$ cat src/rtl/lcd_sync_pkg.sv
package lcd_sync_pkg;

  // strobes from control to datapath
  typedef struct packed {
    logic run;
    logic tick;
  } strobe_t;

  // bit order of the inversion mask
  localparam int INV_VS  = 0;
  localparam int INV_HS  = 1;
  localparam int INV_DE  = 2;
  localparam int INV_CLK = 3;

  typedef enum logic [1:0] {
    IRQ_OFF    = 2'd0,
    IRQ_FRONT  = 2'd1,
    IRQ_SYNC   = 2'd2,
    IRQ_ACTIVE = 2'd3
  } irq_sel_e;

endpackage

$ cat src/rtl/lcd_sync_axis.sv
// Region boundaries of one timing axis from minus-one fields.
module lcd_sync_axis #(
  parameter int PW = 8,
  parameter int SW = 11,
  parameter int CW = 13
) (
  input  logic [PW-1:0] syncM1,
  input  logic [PW-1:0] backM1,
  input  logic [PW-1:0] frontM1,
  input  logic [SW-1:0] actM1,
  output logic [CW-1:0] syncEnd,
  output logic [CW-1:0] actStart,
  output logic [CW-1:0] frontStart,
  output logic [CW-1:0] total
);
  logic [CW-1:0] syncLen, backLen, actLen, frontLen;

  always_comb begin
    syncLen    = CW'(syncM1) + CW'(1);
    backLen    = CW'(backM1) + CW'(1);
    actLen     = CW'(actM1) + CW'(1);
    frontLen   = CW'(frontM1) + CW'(1);
    syncEnd    = syncLen;
    actStart   = syncLen + backLen;
    frontStart = actStart + actLen;
    total      = frontStart + frontLen;
  end
endmodule

$ cat src/rtl/lcd_sync_ctrl.sv
// Register file, pixel clock divider and frame-synchronised enable.
module lcd_sync_ctrl
  import lcd_sync_pkg::*;
#(
  parameter int PW     = 8,
  parameter int HW     = 11,
  parameter int VW     = 11,
  parameter int DW     = 8,
  parameter int AW     = 2,
  parameter int DATA_W = 32
) (
  input  logic              clk,
  input  logic              rstN,
  input  logic              enable,
  input  logic              wrEn,
  input  logic [AW-1:0]     wrAddr,
  input  logic [DATA_W-1:0] wrData,
  input  logic              frameEnd,
  output strobe_t           strb,
  output logic [PW-1:0]     hSyncM1,
  output logic [PW-1:0]     hBackM1,
  output logic [PW-1:0]     hFrontM1,
  output logic [PW-1:0]     vSyncM1,
  output logic [PW-1:0]     vBackM1,
  output logic [PW-1:0]     vFrontM1,
  output logic [HW-1:0]     hActM1,
  output logic [VW-1:0]     vActM1,
  output logic [1:0]        irqSel,
  output logic [3:0]        invMask,
  output logic              pclkOut
);
  localparam logic [AW-1:0] ADDR_CTL  = AW'(0);
  localparam logic [AW-1:0] ADDR_HOR  = AW'(1);
  localparam logic [AW-1:0] ADDR_VER  = AW'(2);
  localparam logic [AW-1:0] ADDR_SIZE = AW'(3);
  localparam int CTL_IMM    = 0;
  localparam int CTL_FRM    = 1;
  localparam int CTL_IRQ_LO = 2;
  localparam int CTL_INV_LO = 4;
  localparam int CTL_DIV_LO = 8;
  localparam int SIZE_V_LO  = 16;

  logic          immEn, frmReq, frmEn;
  logic [DW-1:0] divVal, divCnt, divHalf;
  logic          run, tick;
  logic          unusedBits;

  assign unusedBits = ^wrData;

  assign run     = enable & immEn & frmEn;
  assign tick    = run && (divCnt == divVal);
  assign divHalf = divVal >> 1;
  assign strb.run  = run;
  assign strb.tick = tick;

  // register file
  always_ff @(posedge clk) begin
    if (!rstN) begin
      immEn    <= 1'b0;
      frmReq   <= 1'b0;
      irqSel   <= '0;
      invMask  <= '0;
      divVal   <= '0;
      hSyncM1  <= '0;
      hBackM1  <= '0;
      hFrontM1 <= '0;
      vSyncM1  <= '0;
      vBackM1  <= '0;
      vFrontM1 <= '0;
      hActM1   <= '0;
      vActM1   <= '0;
    end else if (wrEn) begin
      case (wrAddr)
        ADDR_CTL: begin
          immEn   <= wrData[CTL_IMM];
          frmReq  <= wrData[CTL_FRM];
          irqSel  <= wrData[CTL_IRQ_LO +: 2];
          invMask <= wrData[CTL_INV_LO +: 4];
          divVal  <= wrData[CTL_DIV_LO +: DW];
        end
        ADDR_HOR: begin
          hSyncM1  <= wrData[0 +: PW];
          hBackM1  <= wrData[PW +: PW];
          hFrontM1 <= wrData[2*PW +: PW];
        end
        ADDR_VER: begin
          vSyncM1  <= wrData[0 +: PW];
          vBackM1  <= wrData[PW +: PW];
          vFrontM1 <= wrData[2*PW +: PW];
        end
        ADDR_SIZE: begin
          hActM1 <= wrData[0 +: HW];
          vActM1 <= wrData[SIZE_V_LO +: VW];
        end
        default: ;
      endcase
    end
  end

  // frame-synchronised enable: loads at once while idle, else at frame end
  always_ff @(posedge clk) begin
    if (!rstN) begin
      frmEn <= 1'b0;
    end else if (!run || (tick && frameEnd)) begin
      frmEn <= frmReq;
    end
  end

  // pixel clock divider
  always_ff @(posedge clk) begin
    if (!rstN) begin
      divCnt  <= '0;
      pclkOut <= 1'b0;
    end else begin
      if (!run || divCnt == divVal) divCnt <= '0;
      else divCnt <= divCnt + DW'(1);
      pclkOut <= (run && divCnt <= divHalf) ^ invMask[INV_CLK];
    end
  end

  // a running frame-synchronised enable drops only on the last pixel
  assert_stop_at_frame_end_R8: assert property (@(posedge clk) disable iff (!rstN)
    (!frmEn && $past(frmEn) && $past(run)) |-> $past(tick && frameEnd))
    else $error("frame enable dropped mid-frame");

  // with a divider above zero, no two pixel strobes are adjacent
  assert_tick_spacing_R4: assert property (@(posedge clk) disable iff (!rstN)
    (tick && divVal != '0) |=> (!tick || divVal == '0))
    else $error("pixel strobes too close");

endmodule

$ cat src/rtl/lcd_sync_dp.sv
// Raster counters, region decode and registered outputs.
module lcd_sync_dp
  import lcd_sync_pkg::*;
#(
  parameter int PW = 8,
  parameter int HW = 11,
  parameter int VW = 11
) (
  input  logic          clk,
  input  logic          rstN,
  input  strobe_t       strb,
  input  logic [PW-1:0] hSyncM1,
  input  logic [PW-1:0] hBackM1,
  input  logic [PW-1:0] hFrontM1,
  input  logic [PW-1:0] vSyncM1,
  input  logic [PW-1:0] vBackM1,
  input  logic [PW-1:0] vFrontM1,
  input  logic [HW-1:0] hActM1,
  input  logic [VW-1:0] vActM1,
  input  logic [1:0]    irqSel,
  input  logic [3:0]    invMask,
  output logic          frameEnd,
  output logic          hsyncOut,
  output logic          vsyncOut,
  output logic          vdenOut,
  output logic          pclkEn,
  output logic [HW-1:0] xPos,
  output logic [VW-1:0] yPos,
  output logic          frameIrq
);
  localparam int HCW = ((HW > PW) ? HW : PW) + 2;
  localparam int VCW = ((VW > PW) ? VW : PW) + 2;

  logic [HCW-1:0] hCnt, hSyncEnd, hActStart, hFrontStart, hTotal;
  logic [VCW-1:0] vCnt, vSyncEnd, vActStart, vFrontStart, vTotal;
  logic hLast, vLast, hSyncC, vSyncC, hActC, vActC, deC, irqC;

  lcd_sync_axis #(.PW(PW), .SW(HW), .CW(HCW)) uHorz (
    .syncM1(hSyncM1), .backM1(hBackM1), .frontM1(hFrontM1), .actM1(hActM1),
    .syncEnd(hSyncEnd), .actStart(hActStart), .frontStart(hFrontStart),
    .total(hTotal));

  lcd_sync_axis #(.PW(PW), .SW(VW), .CW(VCW)) uVert (
    .syncM1(vSyncM1), .backM1(vBackM1), .frontM1(vFrontM1), .actM1(vActM1),
    .syncEnd(vSyncEnd), .actStart(vActStart), .frontStart(vFrontStart),
    .total(vTotal));

  always_comb begin
    hLast    = (hCnt == hTotal - HCW'(1));
    vLast    = (vCnt == vTotal - VCW'(1));
    frameEnd = hLast && vLast;
    hSyncC   = hCnt < hSyncEnd;
    vSyncC   = vCnt < vSyncEnd;
    hActC    = (hCnt >= hActStart) && (hCnt < hFrontStart);
    vActC    = (vCnt >= vActStart) && (vCnt < vFrontStart);
    deC      = hActC && vActC;
    case (irq_sel_e'(irqSel))
      IRQ_FRONT:  irqC = (hCnt == '0) && (vCnt == vFrontStart);
      IRQ_SYNC:   irqC = (hCnt == '0) && (vCnt == '0);
      IRQ_ACTIVE: irqC = (hCnt == '0) && (vCnt == vActStart);
      default:    irqC = 1'b0;
    endcase
  end

  // raster counters advance on pixel strobes only
  always_ff @(posedge clk) begin
    if (!rstN || !strb.run) begin
      hCnt <= '0;
      vCnt <= '0;
    end else if (strb.tick) begin
      if (hLast) begin
        hCnt <= '0;
        vCnt <= vLast ? '0 : vCnt + VCW'(1);
      end else begin
        hCnt <= hCnt + HCW'(1);
      end
    end
  end

  // registered outputs describe the pixel of the current strobe
  always_ff @(posedge clk) begin
    if (!rstN) begin
      hsyncOut <= 1'b0;
      vsyncOut <= 1'b0;
      vdenOut  <= 1'b0;
      pclkEn   <= 1'b0;
      frameIrq <= 1'b0;
      xPos     <= '0;
      yPos     <= '0;
    end else if (!strb.run) begin
      hsyncOut <= invMask[INV_HS];
      vsyncOut <= invMask[INV_VS];
      vdenOut  <= invMask[INV_DE];
      pclkEn   <= 1'b0;
      frameIrq <= 1'b0;
      xPos     <= '0;
      yPos     <= '0;
    end else begin
      pclkEn   <= strb.tick;
      frameIrq <= strb.tick && irqC;
      if (strb.tick) begin
        hsyncOut <= hSyncC ^ invMask[INV_HS];
        vsyncOut <= vSyncC ^ invMask[INV_VS];
        vdenOut  <= deC ^ invMask[INV_DE];
        xPos     <= deC ? HW'(hCnt - hActStart) : '0;
        yPos     <= deC ? VW'(vCnt - vActStart) : '0;
      end
    end
  end

  // the frame interrupt only rides on a pixel strobe
  assert_irq_on_pixel_R6: assert property (@(posedge clk) disable iff (!rstN)
    frameIrq |-> pclkEn)
    else $error("frame interrupt without pixel strobe");

  // a cycle without run leaves the outputs idle on the next
  assert_idle_after_stop_R7: assert property (@(posedge clk) disable iff (!rstN)
    !strb.run |=> (!pclkEn && !frameIrq &&
                   vdenOut == $past(invMask[INV_DE]) &&
                   hsyncOut == $past(invMask[INV_HS])))
    else $error("outputs not idle after stop");

  // an active pixel never overlaps a sync pulse
  assert_de_outside_sync_R3: assert property (@(posedge clk) disable iff (!rstN)
    ((vdenOut ^ invMask[INV_DE]) && $stable(invMask)) |->
      (!(hsyncOut ^ invMask[INV_HS]) && !(vsyncOut ^ invMask[INV_VS])))
    else $error("data enable during sync");

endmodule

$ cat src/rtl/lcd_sync_gen.sv
// Top: LCD sync timing generator.
module lcd_sync_gen
  import lcd_sync_pkg::*;
#(
  parameter int PW     = 8,
  parameter int HW     = 11,
  parameter int VW     = 11,
  parameter int DW     = 8,
  parameter int AW     = 2,
  parameter int DATA_W = 32
) (
  input  logic              clk,
  input  logic              rstN,
  input  logic              enable,
  input  logic              wrEn,
  input  logic [AW-1:0]     wrAddr,
  input  logic [DATA_W-1:0] wrData,
  output logic              hsyncOut,
  output logic              vsyncOut,
  output logic              vdenOut,
  output logic              pclkOut,
  output logic              pclkEn,
  output logic [HW-1:0]     xPos,
  output logic [VW-1:0]     yPos,
  output logic              frameIrq
);
  strobe_t       strb;
  logic          frameEnd;
  logic [PW-1:0] hSyncM1, hBackM1, hFrontM1, vSyncM1, vBackM1, vFrontM1;
  logic [HW-1:0] hActM1;
  logic [VW-1:0] vActM1;
  logic [1:0]    irqSel;
  logic [3:0]    invMask;

  lcd_sync_ctrl #(.PW(PW), .HW(HW), .VW(VW), .DW(DW), .AW(AW), .DATA_W(DATA_W)) uCtrl (
    .clk(clk), .rstN(rstN), .enable(enable), .wrEn(wrEn), .wrAddr(wrAddr),
    .wrData(wrData), .frameEnd(frameEnd), .strb(strb),
    .hSyncM1(hSyncM1), .hBackM1(hBackM1), .hFrontM1(hFrontM1),
    .vSyncM1(vSyncM1), .vBackM1(vBackM1), .vFrontM1(vFrontM1),
    .hActM1(hActM1), .vActM1(vActM1), .irqSel(irqSel), .invMask(invMask),
    .pclkOut(pclkOut));

  lcd_sync_dp #(.PW(PW), .HW(HW), .VW(VW)) uDp (
    .clk(clk), .rstN(rstN), .strb(strb),
    .hSyncM1(hSyncM1), .hBackM1(hBackM1), .hFrontM1(hFrontM1),
    .vSyncM1(vSyncM1), .vBackM1(vBackM1), .vFrontM1(vFrontM1),
    .hActM1(hActM1), .vActM1(vActM1), .irqSel(irqSel), .invMask(invMask),
    .frameEnd(frameEnd), .hsyncOut(hsyncOut), .vsyncOut(vsyncOut),
    .vdenOut(vdenOut), .pclkEn(pclkEn), .xPos(xPos), .yPos(yPos),
    .frameIrq(frameIrq));

endmodule

$ cat config.mk
export PLATFORM = sky130hd
export DESIGN_NAME = lcd_sync_gen
export DESIGN_NICKNAME = d
export VERILOG_FILES = /design/src/rtl/lcd_sync_pkg.sv /design/src/rtl/lcd_sync_axis.sv /design/src/rtl/lcd_sync_ctrl.sv /design/src/rtl/lcd_sync_dp.sv /design/src/rtl/lcd_sync_gen.sv
export SDC_FILE = /design/constraint.sdc
export NUM_CORES = 1
export LEC_CHECK = 0
export CORE_ASPECT_RATIO = 1.75
export CORE_MARGIN = 2
export CORE_UTILIZATION = 50
export CTS_BUF_LIST = sky130_fd_sc_hd__clkbuf_4 sky130_fd_sc_hd__clkbuf_8
export CTS_CLUSTER_DIAMETER = 120
export CTS_CLUSTER_SIZE = 16
export DETAILED_ROUTE_END_ITERATION = 8
export GPL_TIMING_DRIVEN = 0
export PLACE_DENSITY = 0.65
export SLEW_MARGIN = 25
export SYNTH_ARGS = -nofsm -noshare
export SYNTH_HDL_FRONTEND = slang
export SYNTH_HIERARCHICAL = 1
export SYNTH_SLANG_ARGS = --single-unit
$ cat constraint.sdc
create_clock -name clk -period 6.15 [get_ports clk]
set_clock_uncertainty 0.1 [all_clocks]
set_input_delay 1.23 -clock clk [delete_from_list [all_inputs] [get_ports clk]]
set_output_delay 1.23 -clock clk [all_outputs]
set_load 0.005 [all_outputs]
==> run summary <==
Final setup margin -> 0.224 ns
Starting Density -> 50.6%
Layout cells sized above 1 -> 11.6%
Min-delay worst type -> flop to flop
DRC Markers -> 0
Port bufs -> 59
Reg clk slew, reported paths -> 0.10 ns
Fin crit share -> 96.4%
Reg2Reg Capture Point -> uDp/vCnt[6]
Grt total ovfl -> 0
Ant diodes -> 0
Setup crit start kind -> flop
WP data required -> 6.45 ns
Endpoint with the worst hold slack -> uCtrl/vActM1[0]
CP Max Fanout -> 5
Final hold violations -> 0
Detailed router's first-iteration violation count -> 420
Area grow syn2layout -> 15.4%
Switching share of power -> 35.9%
Sequential element share of the synthesized area -> 24.7%
Placed cells -> 1880
Int Power -> 1590 uW
Hold buffer count at CTS -> 0
Gr usage total -> 27.0%
Clk_lat worst skew -> 0.50 ns
DR WL/cell -> 17.4 um
CTS Root Buffer Type -> clkbuf_8
Static Leak -> 0.00603 uW
Vias -> 10.5k
Actual slew at the worst max-slew pin -> 0.639 ns
Worst R2R Setup Slack -> 0.22 ns
Min Clock Period, post-route -> 5.93 ns
Distinct cells, synth -> 88
PwrDens -> 179 mW/mm^2
CTS Buffer Depth -> 2
R2R cell count -> 27
DIE AREA -> 0.0254 sq mm
Initial antenna violation count -> 0
DRT antenna net count -> 0
Syn_area_per_cell -> 8.06 sq um
Share of total power in the clock network -> 31.3%
NetSw -> 892 uW
Headroom to the max-slew limit -> 56.3%
EDFF count, synth -> 0
Sequential share of power -> 40.3%
Vias in the first global route -> 10.5k
Setup violations, final -> 0
Final Slew Violations -> 0
Setup CP Type -> flop to flop
Reg-to-reg startpoint -> uCtrl/vSyncM1[0]
# IOs -> 66
Vias per cell -> 5.44
Largest net degree at the start of global routing -> 18
CTS tree -> done
Hold Crit Depth -> 2
Asr flop ratio synth -> 0%
Post-DP HPWL -> 27.1 mm
DP Worst Slack -> -0.323 ns
First-pass GRT wire length -> 53.3 mm
Htree depth -> 4
Post-synthesis cell area -> 0.0121 sq mm
Clock sinks -> 149
Non-Filler Instances -> 1925
Power, Total -> 2490 uW
CTS Buf Count -> 17
Initial DRT Pass Iterations -> 5
GPL Wtd Cong -> 0.942
Die width -> 121 um
Std-Cell Rows -> 75
Max Cap Viol -> 0
Drt total wl -> 33.5 mm
Syn Inst Count -> 1497
Crit end category -> flop
Fin util -> 58.4%
Status -> completed
Combinational share of power -> 28.4%
Maximum vdd ir drop -> 0.163 mV
Final #Nets -> 1803
Worst Path Arrival -> 6.23 ns
Hold Path Origin -> uCtrl/vActM1[0]
Top FF cell, synth -> dfxtp_1
#FFs+latches synth -> 149
Core area -> 0.0238 sq mm
Ys Warns -> 6
Die height -> 209 um
Highest clock rate -> 169 MHz
## metrics by stage
step,setup TNS [ns],cell area [sq um],hold WS (ns)
6_report,0,13900,0.368
5_1_grt,-0.0323,13900,0.393
4_1_cts,0,13600,0.372
3_5_place_dp,-5.90,13100,0.348
3_3_place_gp,-4.63,13100,0.354
2_1_floorplan,0,12100,0.339
## repair_timing
action,CTS,global route
endpoints found under the setup margin,26,47
hold endpoints to repair,0,0
buffers inserted,5,7
gates cloned,0,1
pin swaps,7,12
resized for setup,16,55
## cell type report
class	instances	area [sq um]
buffer	66	392
fill	2277	9920
clock buffer	17	234
sequential	149	2990
timing repair buffer	72	692
tap	308	385
multi-input combinational	1167	8570
inverter	131	492
clock inverter	15	156
## worst max-delay path, stage by stage, from the launching register on
cell,delay (ns)
dfxtp_4,0.39
ha_4,0.26
ha_1,0.27
nor2b_1,0.13
o21ai_1,0.17
nand2_1,0.12
xor2_2,0.28
ha_4,0.27
o21a_1,0.10
o31a_1,0.13
o21a_1,0.19
nor2_2,0.15
xnor2_2,0.15
ha_1,0.32
o21ai_0,0.10
a21oi_1,0.08
o41a_1,0.36
xor2_1,0.19
or4_4,0.48
o41ai_4,0.23
xor2_1,0.16
o311ai_0,0.15
a211oi_1,0.26
buf_4,0.15
nand4_1,0.16
o21ai_2,0.25
buf_6,0.18
nor2_2,0.04
## how the worst max path moves through the flow
stage | slack (ns) | cells after the start | to | startpoint
after floorplan | 0.63 | 25 | uDp/vCnt[0] | uCtrl/vSyncM1[0]
after global placement | -0.29 | 25 | uDp/vCnt[0] | uCtrl/vSyncM1[0]
after detailed placement | -0.32 | 25 | uDp/vCnt[6] | uCtrl/vSyncM1[0]
after CTS | 0.01 | 26 | uDp/vCnt[6] | uCtrl/vSyncM1[2]
after global routing | -0.02 | 25 | uCtrl/frmEn | uCtrl/hSyncM1[2]
final | 0.22 | 27 | uDp/vCnt[6] | uCtrl/vSyncM1[0]
## flip-flops by register name, summed over array words and instances, names as in the netlist, 2 cells and up
name,cells
uDp/hCnt,13
uDp/vCnt,13
uCtrl/hActM1,11
uCtrl/vActM1,11
uDp/xPos,11
uDp/yPos,11
uCtrl/divCnt,8
uCtrl/divVal,8
uCtrl/hBackM1,8
uCtrl/hFrontM1,8
uCtrl/hSyncM1,8
uCtrl/vBackM1,8
uCtrl/vFrontM1,8
uCtrl/vSyncM1,8
uCtrl/invMask,4
uCtrl/irqSel,2
## routing by layer
layer | GRT usage [%] | vias to the layer above | wire [um] | part of all wire [%]
li1 | - | 5325 | - | -
met1 | 29.2 | 4905 | 13300 | 40
met2 | 51.6 | 178 | 17900 | 53
met3 | 3.23 | 71 | 870 | 2.6
met4 | 11.8 | 0 | 1430 | 4.3
met5 | 0 | - | 0 | 0
## power by group through the flow
stage | Clock (uW) | Sequential [uW] | Combinational, uW
2_1_floorplan | 0 | 1020 | 512
3_3_place_gp | 0 | 1020 | 654
3_5_place_dp | 0 | 1020 | 669
4_1_cts | 801 | 1000 | 680
5_1_grt | 831 | 1010 | 787
6_report | 778 | 1000 | 705
## cell families after synthesis
logic type | share of synthesized area (%)
adder cells (fa/ha/maj) | 17.2
AND/OR/NAND/NOR | 20.3
XOR/XNOR | 10.8
AO/OA/AOI/OAI | 19.4
other | 0.0623
flip-flops | 24.7
multiplexers | 0.259
buffers and inverters | 7.30
## cells in the mapped netlist, drive strengths merged (3+ instances only)
| library cell | n | area [sq um] |
|---|---|---|
| nand2 | 233 | 885 |
| ha | 153 | 1910 |
| dfxtp | 149 | 2980 |
| inv | 131 | 492 |
| a21boi | 93 | 698 |
| nor2 | 90 | 365 |
| xor2 | 85 | 759 |
| a21oi | 65 | 333 |
| xnor2 | 57 | 518 |
| o21ai | 52 | 264 |
| buf | 43 | 303 |
| nand3 | 42 | 210 |
| a21o | 24 | 183 |
| clkbuf | 23 | 86.3 |
| nor2b | 23 | 144 |
| a22o | 22 | 193 |
| nand4 | 21 | 131 |
| and3 | 18 | 114 |
| nor3 | 17 | 100 |
| nand2b | 16 | 100 |
| o21a | 11 | 83.8 |
| a211oi | 10 | 92.6 |
| nor4 | 10 | 62.6 |
| fa | 8 | 160 |
| a31oi | 7 | 43.8 |
| o211ai | 7 | 62.6 |
| o2111ai | 6 | 52.6 |
| and2 | 5 | 31.3 |
| nor4b | 5 | 50.0 |
| o31ai | 5 | 52.6 |
| and4 | 4 | 37.5 |
| nand3b | 4 | 30.0 |
| o31a | 4 | 35.0 |
| o41ai | 4 | 42.6 |
| or2 | 4 | 25.0 |
| or3 | 4 | 26.3 |
| o21bai | 3 | 22.5 |
| o22ai | 3 | 18.8 |
| o311a | 3 | 30.0 |
| or3b | 3 | 28.8 |
| or4 | 3 | 30.0 |
## layout by cell type, fill, tap and decap left out, drive strengths merged, types with 42 or more instances in the layout
master,count
ha,153
xnor2,57
xor2,85
dfxtp,149
inv,141
nand2,233
buf,56
a21boi,93
a21oi,65
o21ai,52
clkdlybuf4s50,59
nand3,42
nor2,90
(Power assumes the default switching activity.)
